**src/rtl/parchk_pkg.sv**
```systemverilog
package parchk_pkg;

    localparam int FULL_TOP_D = 25;
    localparam int HALF_TOP_D = 14;
    localparam int DOWN_TOP_D = 13;

    typedef enum logic [1:0] {
        MODE_FULL = 2'b00,
        MODE_UP   = 2'b01,
        MODE_SPR  = 2'b10,
        MODE_DOWN = 2'b11
    } sel_mode_e;

    // 1-based bit number d is part of the checked subset for mode m
    function automatic logic bit_checked(sel_mode_e m, int d);
        logic low_grp;
        low_grp = (d == 2) || (d == 3) || (d == 5) || (d == 6);
        case (m)
            MODE_DOWN: return ((d >= 1) && (d <= 6)) || ((d >= 8) && (d <= DOWN_TOP_D));
            MODE_UP:   return low_grp || ((d >= 8) && (d <= HALF_TOP_D));
            default:   return low_grp || ((d >= 8) && (d <= FULL_TOP_D));
        endcase
    endfunction

endpackage

```
**src/rtl/parchk_mask.sv**
```systemverilog
module parchk_mask
    import parchk_pkg::*;
#(
    parameter int DATA_W = 25
) (
    input  logic [DATA_W-1:0] data_in,
    input  sel_mode_e         mode,
    output logic              sub_par
);

    logic [DATA_W-1:0] m_full;
    logic [DATA_W-1:0] m_up;
    logic [DATA_W-1:0] m_down;
    logic [DATA_W-1:0] m_sel;

    for (genvar i = 0; i < DATA_W; i++) begin : g_mask
        assign m_full[i] = bit_checked(MODE_FULL, i + 1);
        assign m_up[i]   = bit_checked(MODE_UP,   i + 1);
        assign m_down[i] = bit_checked(MODE_DOWN, i + 1);
    end

    always_comb begin
        case (mode)
            MODE_UP:   m_sel = m_up;
            MODE_DOWN: m_sel = m_down;
            default:   m_sel = m_full;
        endcase
        sub_par = ^(data_in & m_sel);
    end

endmodule

```
**config.mk**
```make
export PLATFORM = sky130hd
export DESIGN_NAME = parchk_mask
export DESIGN_NICKNAME = d
export VERILOG_FILES = /design/src/rtl/parchk_pkg.sv /design/src/rtl/parchk_mask.sv
export SDC_FILE = /design/constraint.sdc
export NUM_CORES = 1
export LEC_CHECK = 0
export BUFFER_PORTS_ARGS = -buffer_cell sky130_fd_sc_hd__buf_4
export CAP_MARGIN = 20
export CORE_AREA = 2 2 39 41
export DETAILED_ROUTE_END_ITERATION = 8
export DIE_AREA = 0 0 41 43
export PLACE_DENSITY = 0.48
export SYNTH_ARGS = -nofsm -noshare
export SYNTH_HDL_FRONTEND = slang
export SYNTH_SLANG_ARGS = --single-unit
export TNS_END_PERCENT = 100
```
**constraint.sdc**
```tcl
create_clock -name vclk -period 2.2
set_input_delay 0.22 -clock vclk [all_inputs]
set_output_delay 0.22 -clock vclk [all_outputs]
set_load 0.03 [all_outputs]
```
==> run metrics <==
status=finished clean; Core ar.=0.00138 mm^2; routability cong.=0.574; layout cell share with drive strength beyond 1=53.8%; sequential cells=0; post-route ant nets=0; # rows=14; CP startpoint=data_in[2]; DRC=0; power density over the cells=roughly 450 mW/mm^2; Initial Util=16.7%; Pins Over Slew Limit=0; vias in the first global route=233; Post-Syn Area per Cell=~9.3 um^2; sequential-to-total area share from yosys stat=0%; Area contributors post-synth=xnor2_1 49%, xnor3_1 19%, xor2_1 19%; Final Setup Violations=0; Final min period=1.75 ns; Logic pwr share=100.0%; HPWL Detailed=461 um; crit share post-route=79.6%; Mapped Area=231 um^2; die area=0.00176 mm^2; ANT cells=0; crit path max fanout=1; Setup CP Type=in2out; Yosys top cell area share=49.2%; Sequential Power Share=0%; Leakage=0.220 nW; drt wl/cell=6.93 um; worst min path class=in2out; Detailed Route WL=between 400 and 500 um; final cell count without fillers=68; P_int=0.116 mW; post-synth top area cell=xnor2_1; drt via density=3.75; critical path's largest stage delay=just over 0.4 ns; commonest cells after routing, fill and taps aside=27 x buf_4, 13 x xnor2_1, 5 x xor2_1; WP data required=just under 2 ns; first-pass GRT wire length=approximately 850 um; Post-DP Area=between 400 and 500 um^2; Post-Synth Simple-Gate Area=5.41%; Adder-Cell Fraction of Synth Area=0%; # clk buffers=0; total track usage=~6.2%; DRT Pass-1 Iters=1; largest net degree at the start of global routing=5; post-CTS setup buffers=0; Syn Nets=52; most common cell after layout, fill and taps aside=buf_4; final worst setup slack=approximately 0.45 ns; area delta synth->final=96.2%; Clk pwr share=0%; IO Port Bufs=27; beginning of the worst hold path=mode[0]; nets@finish=81; height of the die=roughly 43 um; die width=41 um; sw frac=between 40% and 50%; Fin Hold WS=between 0.8 and 0.9 ns; via count=255; NetSw=between 0.08 and 0.09 mW; Final Core Density=between 30 and 40%; unrepaired setup endpoints after global routing=no; largest family of logic cells by synthesized area=XOR/XNOR gates; FF/Latch Area=0 um^2; Mapped Cells=25; Final Cell Area=454 um^2; f_max=0.571 GHz; share of the synthesized area in compound gates (AO/OA/AOI/OAI)=under 10%; max_slew headroom=86.6%; Design Power=0.202 mW; Max Cap Viol=0; sum of negative setup slack=0 ns; Top Ports=28; placed insts=68; XOR/XNOR Fraction of Synth Area=between 80% and 90%; Slew @ Worst Pin=0.199 ns; Iter 0 DRT Violations=0; mux contribution to synthesized area=4.86%; post-CTS sizing=0; Worst setup EP type=output pin; Netlist cell types=8; initial antenna violation count=0; Yosys warning count=0; CP Launch Type=primary input; maximum vdd drop=0.213 mV; Slowest-stage cell, CP=xnor3_1; Hold-fix buffers, CTS=0; total gr overflow=0; Final Hold Fails=0; worst slack, placed=between 0.4 and 0.5 ns; Critical Path End=sub_par; worst path cell trace=buf_4, xor2_1, xnor2_1, xnor3_1, xor2_1, xnor2_1, buf_4; Critical Path AT=1.53 ns
layer usage:
metal  wire [um]  global-route usage (%)
met1         178                    8.60
met2         255                    10.6
met3          37                   0.524
met4           0                       0
met5           0                       0
power by group through the flow:
stage | clock (mW) | sequential, mW | combinational [mW]
after CTS | 0 | 0 | 0.207
after detailed placement | 0 | 0 | 0.206
final | 0 | 0 | 0.202
after global routing | 0 | 0 | 0.221
after global placement | 0 | 0 | 0.206
after floorplan | 0 | 0 | 0.133
cells in the mapped netlist (all sizes together):
cell   number
nand3       1
nand2       1
nor2        1
xnor3       2
mux2        1
xor2        5
o21ai       1
xnor2      13
final cells by class:
type | instances | area [um^2]
Fill cell | 150 | 930
Multi-Input combinational cell | 25 | 231
Timing Repair Buffer | 27 | 203
Tap cell | 16 | 20.0
how the worst min path moves through the flow:
stage	endpoint	cells past startpoint	slack [ns]
floorplan	sub_par	2	0.73
global placement	sub_par	4	0.86
detailed placement	sub_par	4	0.86
CTS	sub_par	4	0.86
global route	sub_par	4	0.88
finish	sub_par	4	0.86
critical path: cells and delay by family:
kind      cells  cell delay, ns
xor+xnor      5            1.02
buf+inv       2            0.29
logic make-up (layout without fill, tap and decap cells):
logic type	count (synthesis)	in the layout
mux	1	1
xor+xnor	20	20
simple gates	3	3
compound gates	1	1
buf+inv	0	27
No activity file was read; power rests on OpenSTA's default activity.
